$ cat config.mk
export PLATFORM = sky130hd
export DESIGN_NAME = pt_walker
export DESIGN_NICKNAME = d
export VERILOG_FILES = /design/src/rtl/pt_walker.sv
export SDC_FILE = /design/constraint.sdc
export NUM_CORES = 1
export LEC_CHECK = 0
export ABC_AREA = 1
export CAP_MARGIN = 20
export CELL_PAD_IN_SITES_DETAIL_PLACEMENT = 0
export CELL_PAD_IN_SITES_GLOBAL_PLACEMENT = 1
export CORE_MARGIN = 3
export CORE_UTILIZATION = 44
export DETAILED_ROUTE_END_ITERATION = 8
export DONT_BUFFER_PORTS = 1
export PLACE_DENSITY_LB_ADDON = 0.1
export SETUP_SLACK_MARGIN = 0.4
export SLEW_MARGIN = 20
export SYNTH_ARGS = -nofsm -noshare
export SYNTH_HDL_FRONTEND = slang
export SYNTH_SLANG_ARGS = --single-unit
export TNS_END_PERCENT = 100
$ cat constraint.sdc
create_clock -name clk -period 3.6 [get_ports clk]
set_clock_uncertainty 0.05 [all_clocks]
set_input_delay 0.36 -clock clk [delete_from_list [all_inputs] [get_ports clk]]
set_output_delay 0.36 -clock clk [all_outputs]
set_load 0.1 [all_outputs]
$ cat src/rtl/pt_walker.sv
module pt_walker #(
  parameter logic [31:0] RELOC_LIMIT = 32'h0200_0000
) (
  input  logic        clk,
  input  logic        rst_n,
  input  logic        req_valid,
  input  logic [31:0] req_va,
  input  logic [1:0]  req_acc,
  input  logic        req_user,
  input  logic        xlat_en,
  input  logic [1:0]  ro_mode,
  input  logic [31:0] tbl_base,
  input  logic [31:0] dom_ctrl,
  input  logic [31:0] pid_offset,
  output logic        req_ready,
  output logic        mem_req,
  output logic [31:0] mem_addr,
  input  logic        mem_valid,
  input  logic [31:0] mem_rdata,
  output logic        done,
  output logic [31:0] pa,
  output logic        perm_rd,
  output logic        perm_wr,
  output logic        fault,
  output logic [7:0]  fault_status
);

  typedef enum logic [2:0] {S_IDLE, S_L1, S_L2, S_CHECK, S_DONE} st_t;

  st_t         st;
  logic [31:0] va_r, l1_r, l2_r, addr_r;
  logic [1:0]  acc_r, ro_r;
  logic        user_r, byp_r;

  wire [31:0] va_in   = (req_va < RELOC_LIMIT) ? req_va + pid_offset : req_va;
  wire [3:0]  dom_in  = mem_rdata[8:5];
  wire [1:0]  dac_in  = dom_ctrl[{dom_in, 1'b0} +: 2];
  wire        walk_on = mem_rdata[0] && dac_in[0];
  wire [31:0] l2_addr = mem_rdata[1] ? {mem_rdata[31:12], va_r[19:10], 2'b00}
                                     : {mem_rdata[31:10], va_r[19:12], 2'b00};

  wire unused_bits = ^{tbl_base[13:0], l1_r[19:12], l1_r[9], l1_r[4:2], l2_r[3:2]};

  assign req_ready = (st == S_IDLE);
  assign mem_req   = (st == S_L1) || (st == S_L2);
  assign mem_addr  = addr_r;
  assign done      = (st == S_DONE);

  function automatic logic [1:0] sub_ap(input logic [31:0] d, input logic [1:0] s);
    case (s)
      2'd0:    return d[5:4];
      2'd1:    return d[7:6];
      2'd2:    return d[9:8];
      default: return d[11:10];
    endcase
  endfunction

  wire [3:0] dom  = l1_r[8:5];
  wire [1:0] dac  = dom_ctrl[{dom, 1'b0} +: 2];
  wire [1:0] l1t  = l1_r[1:0];
  wire [1:0] l2t  = l2_r[1:0];
  wire       sect = (l1t == 2'd2);

  logic [3:0]  code;
  logic [1:0]  ap;
  logic [31:0] pa_c;
  logic        r_ok, w_ok, need;

  always_comb begin
    code = 4'd0;
    ap   = 2'd0;
    pa_c = va_r;
    if (l1t == 2'd0)
      code = 4'd5;
    else if (!dac[0])
      code = sect ? 4'd9 : 4'd11;
    else if (sect) begin
      pa_c = {l1_r[31:20], va_r[19:0]};
      ap   = l1_r[11:10];
    end else begin
      case (l2t)
        2'd0: code = 4'd7;
        2'd1: begin
          pa_c = {l2_r[31:16], va_r[15:0]};
          ap   = sub_ap(l2_r, va_r[15:14]);
        end
        2'd2: begin
          pa_c = {l2_r[31:12], va_r[11:0]};
          ap   = sub_ap(l2_r, va_r[11:10]);
        end
        default: begin
          if (l1t == 2'd1)
            code = 4'd7;
          else begin
            pa_c = {l2_r[31:10], va_r[9:0]};
            ap   = l2_r[5:4];
          end
        end
      endcase
    end

    r_ok = 1'b0;
    w_ok = 1'b0;
    if (dac == 2'b11) begin
      r_ok = 1'b1;
      w_ok = 1'b1;
    end else begin
      case (ap)
        2'd0: r_ok = user_r ? (ro_r == 2'd2) : (ro_r == 2'd1 || ro_r == 2'd2);
        2'd1: begin r_ok = !user_r; w_ok = !user_r; end
        2'd2: begin r_ok = 1'b1;    w_ok = !user_r; end
        default: begin r_ok = 1'b1; w_ok = 1'b1; end
      endcase
    end

    need = (acc_r == 2'd1) ? w_ok : r_ok;
    if (code == 4'd0 && !need)
      code = sect ? 4'd13 : 4'd15;
  end

  always_ff @(posedge clk) begin
    if (!rst_n) begin
      st           <= S_IDLE;
      va_r         <= '0;
      l1_r         <= '0;
      l2_r         <= '0;
      addr_r       <= '0;
      acc_r        <= '0;
      ro_r         <= '0;
      user_r       <= 1'b0;
      byp_r        <= 1'b0;
      pa           <= '0;
      perm_rd      <= 1'b0;
      perm_wr      <= 1'b0;
      fault        <= 1'b0;
      fault_status <= '0;
    end else begin
      case (st)
        S_IDLE: if (req_valid) begin
          va_r   <= va_in;
          acc_r  <= req_acc;
          user_r <= req_user;
          ro_r   <= ro_mode;
          byp_r  <= !xlat_en;
          l1_r   <= '0;
          l2_r   <= '0;
          addr_r <= {tbl_base[31:14], va_in[31:20], 2'b00};
          st     <= xlat_en ? S_L1 : S_CHECK;
        end
        S_L1: if (mem_valid) begin
          l1_r <= mem_rdata;
          if (walk_on) begin
            addr_r <= l2_addr;
            st     <= S_L2;
          end else
            st <= S_CHECK;
        end
        S_L2: if (mem_valid) begin
          l2_r <= mem_rdata;
          st   <= S_CHECK;
        end
        S_CHECK: begin
          if (byp_r) begin
            pa           <= va_r;
            perm_rd      <= 1'b1;
            perm_wr      <= 1'b1;
            fault        <= 1'b0;
            fault_status <= '0;
          end else if (code != 4'd0) begin
            pa           <= '0;
            perm_rd      <= 1'b0;
            perm_wr      <= 1'b0;
            fault        <= 1'b1;
            fault_status <= {dom, code};
          end else begin
            pa           <= pa_c;
            perm_rd      <= r_ok;
            perm_wr      <= w_ok;
            fault        <= 1'b0;
            fault_status <= '0;
          end
          st <= S_DONE;
        end
        default: st <= S_IDLE;
      endcase
    end
  end

endmodule

==> results of run 1 <==
[per-stage QoR]
| step | area (sq um) | cells |
|---|---|---|
| after floorplan | 10000 | 1585 |
| after global placement | 10200 | 1802 |
| after detailed placement | 10200 | 1802 |
| after CTS | 10800 | 1833 |
| after global routing | 10800 | 1834 |
| final | 10800 | 1834 |
[cells by family (layout without fill, tap and decap cells)]
logic type / Yosys count / after routing / share of synthesized area
and+or+nand+nor: 681 / 682 / 0.283
AOI/OAI and AO/OA: 435 / 435 / 0.232
buffers and inverters: 253 / 221 / 0.101
DFF: 164 / 164 / 0.327
adders and majority gates: 35 / 35 / 0.0444
xor gates and xnor gates: 15 / 15 / 0.0131
other: 1 / 2 / 0.000373
[flip-flops by register name, indices dropped and copies added, names as in the netlist, 2 cells and up]
register      count
acc_r             2
fault_status      8
l1_r             20
l2_r             30
mem_addr         30
pa               32
ro_r              2
st                3
va_r             32
[final cells by class]
cell class | count | area (sq um)
Inverter | 172 | 648
Fill cell | 2386 | 11300
Sequential cell | 164 | 3290
Multi-Input combinational cell | 1169 | 5790
Timing Repair Buffer | 18 | 155
Tap cell | 280 | 350
Clock inverter | 14 | 139
Clock buffer | 17 | 425
[where the power goes]
| part | switching [mW] | leakage (nW) | internal, mW |
|---|---|---|---|
| combinational | 2.31 | 3.05 | 0.966 |
| sequential | 1.87 | 1.35 | 2.34 |
| clock | 0.860 | 0.269 | 0.918 |
[synth_stat cells, drive strengths merged (2+ instances only)]
| master | instances | area (sq um) |
|---|---|---|
| o21a | 2 | 15.0 |
| o221ai | 3 | 26.3 |
| a21oi | 197 | 990 |
| dfxtp | 164 | 3280 |
| a21o | 3 | 22.5 |
| inv | 171 | 642 |
| or2 | 6 | 37.5 |
| nor2 | 152 | 588 |
| buf | 21 | 138 |
| nand4 | 7 | 43.8 |
| o21ai | 172 | 861 |
| xor2 | 8 | 70.1 |
| a211oi | 15 | 113 |
| ha | 34 | 425 |
| nand2 | 365 | 1390 |
| xnor2 | 7 | 61.3 |
| and2 | 3 | 18.8 |
| clkbuf | 60 | 226 |
| o21bai | 4 | 30.0 |
| a31oi | 19 | 119 |
| o211ai | 15 | 113 |
| nand3b | 3 | 22.5 |
| a221oi | 2 | 17.5 |
| nand3 | 127 | 646 |
| nor3 | 17 | 90.1 |
[layer usage]
layer  global-route usage  vias up  wire (um)
li1                     -     5163          -
met1                0.336     4718      14700
met2                0.471      300      16800
met3               0.0566       32       2390
met4               0.0587        0        482
met5                    0        -          0
[path summary, 6_finish.rpt]
path	from	endpoint	slack (ps)
worst max register to register	va_r[11]$_SDFFE_PN0P_	pa[10]$_SDFFE_PN0P_	610
worst min register to register	acc_r[0]$_SDFFE_PN0P_	acc_r[0]$_SDFFE_PN0P_	410
worst min-delay path	rst_n	mem_addr[21]$_SDFFE_PN0P_	20
worst max-delay path	va_r[11]$_SDFFE_PN0P_	pa[10]$_SDFFE_PN0P_	610
[worst reg2reg max path, stage by stage (launching register included)]
cell and delay (ps):
dfxtp_1 460, inv_2 140, nand3_1 110, nand3_1 70, o21ai_0 80, o21ai_0 100, a21oi_1 200, o21a_1 210
inv_1 60, ha_1 300, nand2_1 70, o21ai_0 100, nand2_1 80, nand2_1 60, nand2_1 70, nand2_1 90
buf_8 190, nor2_2 280, nand2_1 90, a21oi_1 130
[timing repair]
action                                  CTS  global route
pin swaps                                 0             1
resized for setup                         2            15
endpoints found under the setup margin   28            41
gates cloned                              0             1
==> metrics.log, run 1 <==
INFO  metric timing.critical_path.depth = 19
INFO  metric die_h = 157 um
INFO  metric cts_hold_buffers = 0
INFO  metric cp_data_arrival_time = 3300 ps
INFO  metric top_level_ports = 248
INFO  metric ys.warnings.count = 0
INFO  metric wl_per_cell = 18.7 um
INFO  metric outcome = completed
INFO  metric async_reset_ff_frac = 0
INFO  metric wire_length_of_the_first_global_routing_pass = 52.1 mm
INFO  metric cts_tree = built
INFO  metric drt-pass1-iter-count = 5
INFO  metric wirelength = 34.4 mm
INFO  metric crit_path_frequent_cell = nand2_1
INFO  metric worstSetupPathType = register to register
INFO  metric hold_ws = 17.0 ps
INFO  metric drive_above_1_share = 0.0566
INFO  metric totalNegativeSetupSlack = 0 ps
INFO  metric crit_required = 3910 ps
INFO  metric clock_insertion_delay_worst_skew = 430 ps
INFO  metric layout_worst_path_cycle_share = 0.830
INFO  metric power_leakage = 4.66 nW
INFO  metric critPathSlowestCell = dfxtp_1
INFO  metric place_congestion = 1.00
INFO  metric drc = 0
INFO  metric cts_buffers = 17
INFO  metric grt_antenna_before_repair = 0
INFO  metric timing_max_transition_violations_final = 0
INFO  metric hp-class = primary input to register
INFO  metric mostFrequentLayoutCells = 360 x nand2_1, 195 x a21oi_1, 163 x o21ai_0, 160 x inv_1, 159 x dfxtp_1
INFO  metric dpl.hpwl = 25.6 mm
INFO  metric cp.buffers_inverters = 3
INFO  metric setup_repair_after_global_routing_missed_its_margin = false
INFO  metric count_of_mapped_cells_out_of_synthesis = 1584
INFO  metric viasPerCell = 5.57
INFO  metric setup_slack = 613 ps
INFO  metric cts_htree_levels = 4
INFO  metric fmaxAchievable = 335 MHz
INFO  metric reg2reg_depth = 19
INFO  metric cp_cell_sequence = inv_2 -> nand3_1 -> nand3_1 -> o21ai_0 -> o21ai_0 -> a21oi_1 -> o21a_1 -> inv_1 -> ha_1 -> nand2_1 -> o21ai_0 -> nand2_1 -> nand2_1 -> nand2_1 -> nand2_1 -> buf_8 -> nor2_2 -> nand2_1 -> a21oi_1
INFO  metric synth_ff_type = dfxtp_1
INFO  metric hold_path_depth = 2
INFO  metric end_kind = register
INFO  metric timing.critical_path.fanout_max = 20
INFO  metric post_synth_instance_area = 10000 sq um
INFO  metric first_global_vias = 9513
INFO  metric fp.dieArea = 24700 sq um
INFO  metric finalCoreUtilization = 0.489
INFO  metric final_period_minus_worst_setup_slack = 2990 ps
INFO  metric least_margin_pin_slew = 1120 ps
INFO  metric chipWidth = 157 um
INFO  metric clock_path_buffers = 2
INFO  metric clk_pin_slew_worst_paths = 70 ps
INFO  metric post_synth.cell_area_avg = 6.34 sq um
INFO  metric crit_path_start_kind = register
INFO  metric grt-ovfl-total = 0
INFO  metric dpl_worst_slack = 359 ps
INFO  metric drtAntennaViolNets = 0
INFO  metric cts.root.buffer_cell = clkbuf_16
INFO  metric layout_commonest_cell = nand2_1
INFO  metric total_power = 9.26 mW
INFO  metric globalRouteTotalUtil = 0.267
INFO  metric synth_seq_area_share = 0.327
INFO  metric ys_ff_latch = 164
INFO  metric p_per_area = 857 nW/um^2
INFO  metric clock_sink_count = 164
INFO  metric hold_viol = 0
INFO  metric place.port_buffers = 0
INFO  metric post_cts.repair.setup_buffers = 0
INFO  metric cpPeakStageDelay = 460 ps
INFO  metric yosysUniqueCellTypes = 46
INFO  metric initial_core_util = 0.454
INFO  metric worst_ir_drop_vdd = 0.399 mV
INFO  metric floorplan.core_area = 22100 sq um
INFO  metric drt_iter0_markers = 679
INFO  metric finalSetupViolCount = 0
INFO  metric crit_family = simple AND/OR/NAND/NOR gates
INFO  metric synth-edff-count = 0
INFO  metric grt_max_degree = 70
INFO  metric max_slew_margin = 0.254
INFO  metric cap_violations = 0
INFO  metric dr_total_vias = 10213
INFO  metric antennaDiodeCount = 0
INFO  metric area_growth_syn_to_layout = 7.60%
INFO  metric rows = 54
INFO  metric nNetsFinal = 1747
Power figures use the tool's default switching activity.
==> inputs of run 2 (changes only) <==
Settings changed: CORE_UTILIZATION 44 to 40.
Clock period 3.6 ns to 2.4 ns, I/O delays scaled along.
==> run 2 against run 1 <==
- the flow now finishes with violations (negative setup slack)
- wire length rose by 11%
- die area grew 9.6%
- clock power rose by 62%
- non-clock buffer count rose by 230
- utilization increased by 4.5 points
- register-to-register slack got worse by 890 ps
- setup slack got worse by 890 ps
- critical path depth is 2 higher
==> metrics.log, run 2 (same netlist as run 1, synthesis figures left out) <==
INFO  metric chipWidth = 164 um (+4.7%)
INFO  metric dpl_worst_slack = -479 ps (-838 ps)
INFO  metric cap_violations = 0 (unchanged)
INFO  metric min_from = req_va[13]
INFO  metric top_level_ports = 248 (unchanged)
INFO  metric drc = 0 (unchanged)
INFO  metric setup_repair_after_global_routing_missed_its_margin = true
INFO  metric crit_required = 2660 ps (-1250 ps)
INFO  metric die_h = 164 um (+4.7%)
INFO  metric multi_input_comb_area = 5990 sq um (+3.4%)
INFO  metric hp-class = primary input to register
INFO  metric grt_max_degree = 69 (-1.4%)
INFO  metric worstSetupPathType = register to register
INFO  metric least_margin_pin_slew = 616 ps (-502 ps)
INFO  metric timing.rr.start = l1_r[5]$_SDFFE_PN0P_
INFO  metric grt_antenna_before_repair = 0 (unchanged)
INFO  metric rows = 57 (+5.6%)
INFO  metric timing.critical_path.fanout_max = 7 (-65%)
INFO  metric area.sequential = 3300 sq um (about the same)
INFO  metric netSwitchingPower = 8.00 mW (+59%)
INFO  metric place.port_buffers = 0 (unchanged)
INFO  metric r2r_slack = -280 ps (-890 ps)
INFO  metric total_power = 15.6 mW (+69%)
INFO  metric initial_core_util = 0.410 (-0.0440)
INFO  metric hold_viol = 0 (unchanged)
INFO  metric p_per_area = 1190 nW/um^2 (+39%)
INFO  metric nNetsFinal = 1977 (+13%)
INFO  metric drtAntennaViolNets = 0 (unchanged)
INFO  metric worst_ir_drop_vdd = 0.654 mV (+64%)
INFO  metric layout_commonest_cell = nand2_1
INFO  metric cts_htree_levels = 4 (unchanged)
INFO  metric grt-ovfl-total = 0 (unchanged)
INFO  metric crit_family = simple AND/OR/NAND/NOR gates
INFO  metric final_cells = 2109 (+15%)
INFO  metric globalRouteTotalUtil = 0.273 (+0.00588)
INFO  metric min_to = va_r[13]$_SDFFE_PN0P_
INFO  metric wirelength = 38.0 mm (+11%)
INFO  metric power.share.switching = 0.513 (-0.0317)
INFO  metric crit_path_start_kind = register
INFO  metric power.clock.fraction = 0.185 (-0.007)
INFO  metric pwr-share-comb = 0.562 (+0.208)
INFO  metric final_period_minus_worst_setup_slack = 2680 ps (-309 ps)
INFO  metric end_kind = register
INFO  metric power_leakage = 5.87 nW (+26%)
INFO  metric clk_pin_slew_worst_paths = 70 ps (about the same)
INFO  metric sequentialPowerShare = 0.254 (-0.200)
INFO  metric setup_slack = -278 ps (-891 ps)
INFO  metric dr_total_vias = 11186 (+9.5%)
INFO  metric clock_path_buffers = 2 (unchanged)
INFO  metric fp.dieArea = 27000 sq um (+9.6%)
INFO  metric fill_cells = 2547 (+6.7%)
INFO  metric cp_cell_sequence = buf_6 -> nand2_1 -> nand3_1 -> nand3_1 -> nand3_2 -> nand2_4 -> nand2_4 -> nor2_4 -> o21ai_4 -> ha_4 -> inv_2 -> a21oi_2 -> a311oi_2 -> nand2_1 -> nand2_1 -> nand2_2 -> nand2_4 -> buf_6 -> nor2_4 -> a21oi_2 -> nor2_1
INFO  metric clock_sink_count = 164 (unchanged)
INFO  metric drt_iter0_markers = 887 (+31%)
INFO  metric drt-pass1-iter-count = 5 (unchanged)
INFO  metric cts.root.buffer_cell = clkbuf_16
INFO  metric internal-power = 7.61 mW (+80%)
INFO  metric viasPerCell = 5.30 (-4.8%)
INFO  metric area_growth_syn_to_layout = 30.2%
INFO  metric critPathSlowestCell = dfxtp_4
INFO  metric finalSetupViolCount = 43 (+43)
INFO  metric cts_buffers = 17 (unchanged)
INFO  metric worst_r2r_endpoint = pa[18]$_SDFFE_PN0P_
INFO  metric place_congestion = 0.946 (-5.7%)
INFO  metric timing_max_transition_violations_final = 0 (unchanged)
INFO  metric violations = negative setup slack
INFO  metric mostFrequentLayoutCells = 349 x nand2_1, 190 x a21oi_1, 172 x buf_4, 160 x inv_1, 158 x dfxtp_1
INFO  metric post-place-cells = 2005 (+11%)
INFO  metric first_global_vias = 10522 (+11%)
INFO  metric hold_path_depth = 2 (unchanged)
INFO  metric antennaDiodeCount = 0 (unchanged)
INFO  metric cpPeakStageDelay = 370 ps (-90 ps)
INFO  metric fmaxAchievable = 373 MHz (+12%)
INFO  metric outcome = finished with violations
INFO  metric drive_above_1_share = 0.164 (+0.107)
INFO  metric wl_per_cell = 18.0 um (-3.9%)
INFO  metric wire_length_of_the_first_global_routing_pass = 57.4 mm (+10%)
INFO  metric dpl.hpwl = 28.1 mm (+9.6%)
INFO  metric cp.buffers_inverters = 3 (unchanged)
INFO  metric floorplan.core_area = 24500 sq um (+11%)
INFO  metric max_slew_margin = 0.589 (+0.335)
INFO  metric layout_top_registers = pa (32), va_r (32)
INFO  metric cts_tree = built
INFO  metric layout_worst_path_cycle_share = 1.12 (+0.286)
INFO  metric reg2reg_depth = 21 (+2)
INFO  metric clock_insertion_delay_worst_skew = 440 ps (about the same)
INFO  metric cp_data_arrival_time = 2940 ps (-360 ps)
[run 2: cell count changes in the layout (fill, tap and decap cells not counted), moves of 4 or more]
cell	delta
dlygate4sd3_1	+64
buf_4	+156
a21oi_1	-5
nor2_1	-7
buf_6	+7
nand3_1	-6
nand2_2	+8
nand3_2	+6
nor2_4	+5
o21ai_0	-6
nand2_1	-11
a21oi_2	+4
[run 2: area by class of cell]
| type | instances | share of cell area |
|---|---|---|
| multi-input combinational | 1169 | 0.458 |
| sequential | 164 | 0.252 |
| timing repair buffer | 248 | 0.161 |
| inverter | 172 | 0.0503 |
| clock buffer | 19 | 0.0346 |
| tap | 324 | 0.0310 |
| clock inverter | 13 | 0.0128 |
[run 2: worst max path at each step]
stage	from	end	slack, ps	cells after the start
global placement	va_r[10]$_SDFFE_PN0P_	pa[30]$_SDFFE_PN0P_	-430	18
global route	l1_r[5]$_SDFFE_PN0P_	pa[18]$_SDFFE_PN0P_	-470	22
finish	l1_r[5]$_SDFFE_PN0P_	pa[18]$_SDFFE_PN0P_	-280	21
CTS	l1_r[5]$_SDFFE_PN0P_	pa[18]$_SDFFE_PN0P_	-210	20
detailed placement	va_r[10]$_SDFFE_PN0P_	pa[14]$_SDFFE_PN0P_	-480	18
floorplan	l1_r[5]$_SDFFE_PN0P_	pa[26]$_SDFFE_PN0P_	-190	22
[run 2: stage by stage]
step	instance area, sq um	setup TNS, ps	util	hold WS [ps]
global route	13100	-17770	0.534	12.2
finish	13100	-9710	0.534	3.67
CTS	12900	-6970	0.528	0.518
floorplan	10100	-4390	-	331
detailed placement	11500	-17910	0.470	340
global placement	11500	-16850	0.470	337
[run 2: power groups by stage]
stage	clock [mW]	sequential [mW]	combinational, mW
2_1_floorplan	0	6.10	3.80
3_3_place_gp	0	3.98	8.31
3_5_place_dp	0	3.99	8.33
4_1_cts	2.92	3.94	8.64
5_1_grt	3.02	4.03	9.46
6_report	2.89	3.96	8.77
[run 2: timing repair]
item,CTS,global route
resized for setup,33,42
hold buffers,65,0
hold endpoints to repair,105,0
cloned,2,0
setup endpoints to repair,99,110
pin swaps,12,20
buffers inserted,5,0
[run 2: routing by layer]
layer,global-route usage,routed length [um],vias to the layer above
li1,-,-,5633
met1,0.347,16500,5191
met2,0.479,18700,314
met3,0.0326,1850,48
met4,0.0923,915,0
met5,0,0,-
==> inputs of run 3 (changes only) <==
Settings changed: CORE_ASPECT_RATIO from default to 0.6.
==> run 3 against run 2 <==
- the flow finishes with violations (negative hold slack, negative setup slack)
- worst hold slack worse by 7.5 ps
- register-to-register slack worse by 110 ps
- global-route usage grew 2.3 points
- sequential power barely moved
- sequential share of layout area decreased by 0.70 points
- clock power is essentially flat
- fmax fell by 4.1%
- critical path depth unchanged
- setup slack got worse by 110 ps
- combinational power grew 9.5%
- largest cell class unchanged
- die area grew 0.23%
- sequential cell count unchanged
==> metrics.log, run 3 (same netlist as run 1, synthesis figures left out) <==
INFO  metric cts_htree_levels = 4 (unchanged)
INFO  metric dpl-instance-area = 11500 sq um (+0.43%)
INFO  metric worstSetupPathType = register to register
INFO  metric fp.dieArea = 27100 sq um (+0.23%)
INFO  metric die_h = 129 um (-22%)
INFO  metric crit_required = 2680 ps (+20 ps)
INFO  metric clock_insertion_delay_worst_skew = 440 ps (about the same)
INFO  metric final_cells = 2118 (+0.43%)
INFO  metric drc = 0 (unchanged)
INFO  metric layout_top_registers = pa (32), va_r (32)
INFO  metric hp-class = primary input to register
INFO  metric critPathSlowestCell = dfxtp_4
INFO  metric finalCoreUtilization = 0.552 (+0.0172)
INFO  metric drive_above_1_share = 0.199 (+0.0352)
INFO  metric total_power = 16.4 mW (+5.0%)
INFO  metric drtAntennaViolNets = 0 (unchanged)
INFO  metric place.port_buffers = 0 (unchanged)
INFO  metric setup_repair_after_global_routing_missed_its_margin = true
INFO  metric least_margin_pin_slew = 820 ps (+204 ps)
INFO  metric setup_slack = -393 ps (-115 ps)
INFO  metric finalSetupViolCount = 43 (unchanged)
INFO  metric totalNegativeSetupSlack = -14760 ps (-5050 ps)
INFO  metric globalRouteTotalUtil = 0.296 (+0.0231)
INFO  metric worst_setup_path_startpoint = l1_r[5]$_SDFFE_PN0P_
INFO  metric sequentialPowerShare = 0.240 (-0.014)
INFO  metric cpPeakStageDelay = 390 ps (+20 ps)
INFO  metric power.clock.fraction = 0.175 (-0.010)
INFO  metric cts_buffers = 17 (unchanged)
INFO  metric hold_viol = 1 (+1)
INFO  metric end_kind = register
INFO  metric worst_ir_drop_vdd = 0.889 mV (+36%)
INFO  metric dpl_worst_slack = -664 ps (-185 ps)
INFO  metric timing_max_transition_violations_final = 0 (unchanged)
INFO  metric wl_per_cell = 19.7 um (+9.2%)
INFO  metric cts_tree = built
INFO  metric dpl.hpwl = 30.8 mm (+9.4%)
INFO  metric cp_cell_sequence = buf_6 -> nor2_2 -> nor2_1 -> nand2_1 -> nand3_2 -> nand3_2 -> nand2_4 -> nand2_4 -> o21a_1 -> buf_6 -> ha_4 -> a311oi_4 -> nand2_1 -> nand2_2 -> nand2_2 -> nand2_4 -> buf_12 -> buf_16 -> nor2_2 -> nor2_1 -> nor2_1
INFO  metric grt-ovfl-total = 0 (unchanged)
INFO  metric cap_violations = 0 (unchanged)
INFO  metric rows = 44 (-23%)
INFO  metric clock_sink_count = 164 (unchanged)
INFO  metric reg2reg_depth = 21 (unchanged)
INFO  metric final_period_minus_worst_setup_slack = 2790 ps (+115 ps)
INFO  metric netSwitchingPower = 8.39 mW (+4.8%)
INFO  metric power.share.switching = 0.512 (-0.000852)
INFO  metric clock_path_buffers = 2 (unchanged)
INFO  metric antennaDiodeCount = 0 (unchanged)
INFO  metric p_per_area = 1220 nW/um^2 (+1.8%)
INFO  metric mostFrequentLayoutCells = 339 x nand2_1, 176 x buf_4, 175 x a21oi_1, 157 x dfxtp_1, 155 x inv_1
INFO  metric drt_iter0_markers = 978 (+10%)
INFO  metric layout.cell_area.non_filler = 13500 sq um (+3.1%)
INFO  metric clk_pin_slew_worst_paths = 70 ps (about the same)
INFO  metric internal-power = 8.01 mW (+5.2%)
INFO  metric violations = negative hold slack, negative setup slack
INFO  metric cts.root.buffer_cell = clkbuf_16
INFO  metric cp_data_arrival_time = 3070 ps (+130 ps)
INFO  metric floorplan.core_area = 24400 sq um (about the same)
INFO  metric wire_length_of_the_first_global_routing_pass = 61.5 mm (+7.3%)
INFO  metric crit_path_start_kind = register
INFO  metric timing.rr.start = l1_r[5]$_SDFFE_PN0P_
INFO  metric fmaxAchievable = 358 MHz (-4.1%)
INFO  metric max_slew_margin = 0.453 (-0.136)
INFO  metric r2r_slack = -390 ps (-110 ps)
INFO  metric chipWidth = 211 um (+28%)
INFO  metric layout_worst_path_cycle_share = 1.16 (+0.0479)
INFO  metric dr_total_vias = 11448 (+2.3%)
INFO  metric worst_r2r_endpoint = pa[29]$_SDFFE_PN0P_
INFO  metric top_level_ports = 248 (unchanged)
INFO  metric initial_core_util = 0.411 (about the same)
INFO  metric viasPerCell = 5.41 (+1.9%)
INFO  metric power_leakage = 5.99 nW (+2.0%)
INFO  metric area_growth_syn_to_layout = 34.3%
INFO  metric cp-endpoint = pa[29]$_SDFFE_PN0P_
INFO  metric outcome = finished with violations
INFO  metric nNetsFinal = 1989 (+0.61%)
INFO  metric drt-pass1-iter-count = 5 (unchanged)
INFO  metric grt_max_degree = 69 (unchanged)
INFO  metric first_global_vias = 10220 (-2.9%)
INFO  metric hold_ws = -3.88 ps (-7.54 ps)
INFO  metric place_congestion = 1.00 (+5.7%)
INFO  metric timing.critical_path.fanout_max = 7 (unchanged)
INFO  metric layout_commonest_cell = nand2_1
INFO  metric post-place-cells = 2005 (unchanged)
INFO  metric pwr-share-comb = 0.585 (+0.023)
INFO  metric wirelength = 41.6 mm (+9.6%)
INFO  metric grt_antenna_before_repair = 0 (unchanged)
==> run 3: cell type report <==
class / count / area, sq um
Tap cell: 322 / 403
Fill cell: 2466 / 11000
Timing Repair Buffer: 260 / 2330
Clock inverter: 8 / 113
Clock buffer: 23 / 498
Multi-Input combinational cell: 1169 / 6170
Inverter: 172 / 663
Sequential cell: 164 / 3300
==> run 3: worst min-delay path by stage <==
stage | from | slack (ps) | depth (start not counted) | endpoint
2_1_floorplan | mem_rdata[12] | 330 | 2 | l2_r[12]$_SDFFE_PN0P_
3_3_place_gp | mem_rdata[12] | 340 | 2 | l2_r[12]$_SDFFE_PN0P_
3_5_place_dp | rst_n | 340 | 2 | mem_addr[21]$_SDFFE_PN0P_
4_1_cts | mem_rdata[8] | 0.9 | 2 | l1_r[8]$_SDFFE_PN0P_
5_1_grt | mem_rdata[20] | 20 | 2 | l1_r[20]$_SDFFE_PN0P_
6_report | mem_rdata[31] | -4 | 2 | l1_r[31]$_SDFFE_PN0P_
==> run 3: worst max-delay path: cells and delay by family, from the launching register on <==
kind	cells	cell delay (ps)
flops	1	390
buf+inv	4	500
fa+ha+maj	1	170
simple gates	14	1080
compound gates	2	500
==> run 3: per-layer routing <==
metal,GRT usage,up-vias,share of wire
met5,0.0276,-,0.0026
met4,0.0511,3,0.0077
met3,0.0916,27,0.11
met2,0.373,472,0.38
met1,0.478,5286,0.50
li1,-,5660,-
==> run 3: repair_timing <==
action / CTS / global route
cloned: 2 / 1
buffers inserted: 12 / 4
pin swaps: 16 / 25
resized for setup: 63 / 89
hold buffers: 63 / 0
setup endpoints to repair: 61 / 103
hold endpoints to repair: 104 / 0
==> run 3: power by group through the flow <==
stage	clock [mW]	sequential [mW]	combinational, mW
CTS	2.90	3.90	9.05
detailed placement	0	3.94	8.51
global placement	0	3.93	8.49
floorplan	0	6.10	3.80
finish	2.87	3.93	9.60
global route	3.04	4.01	10.3
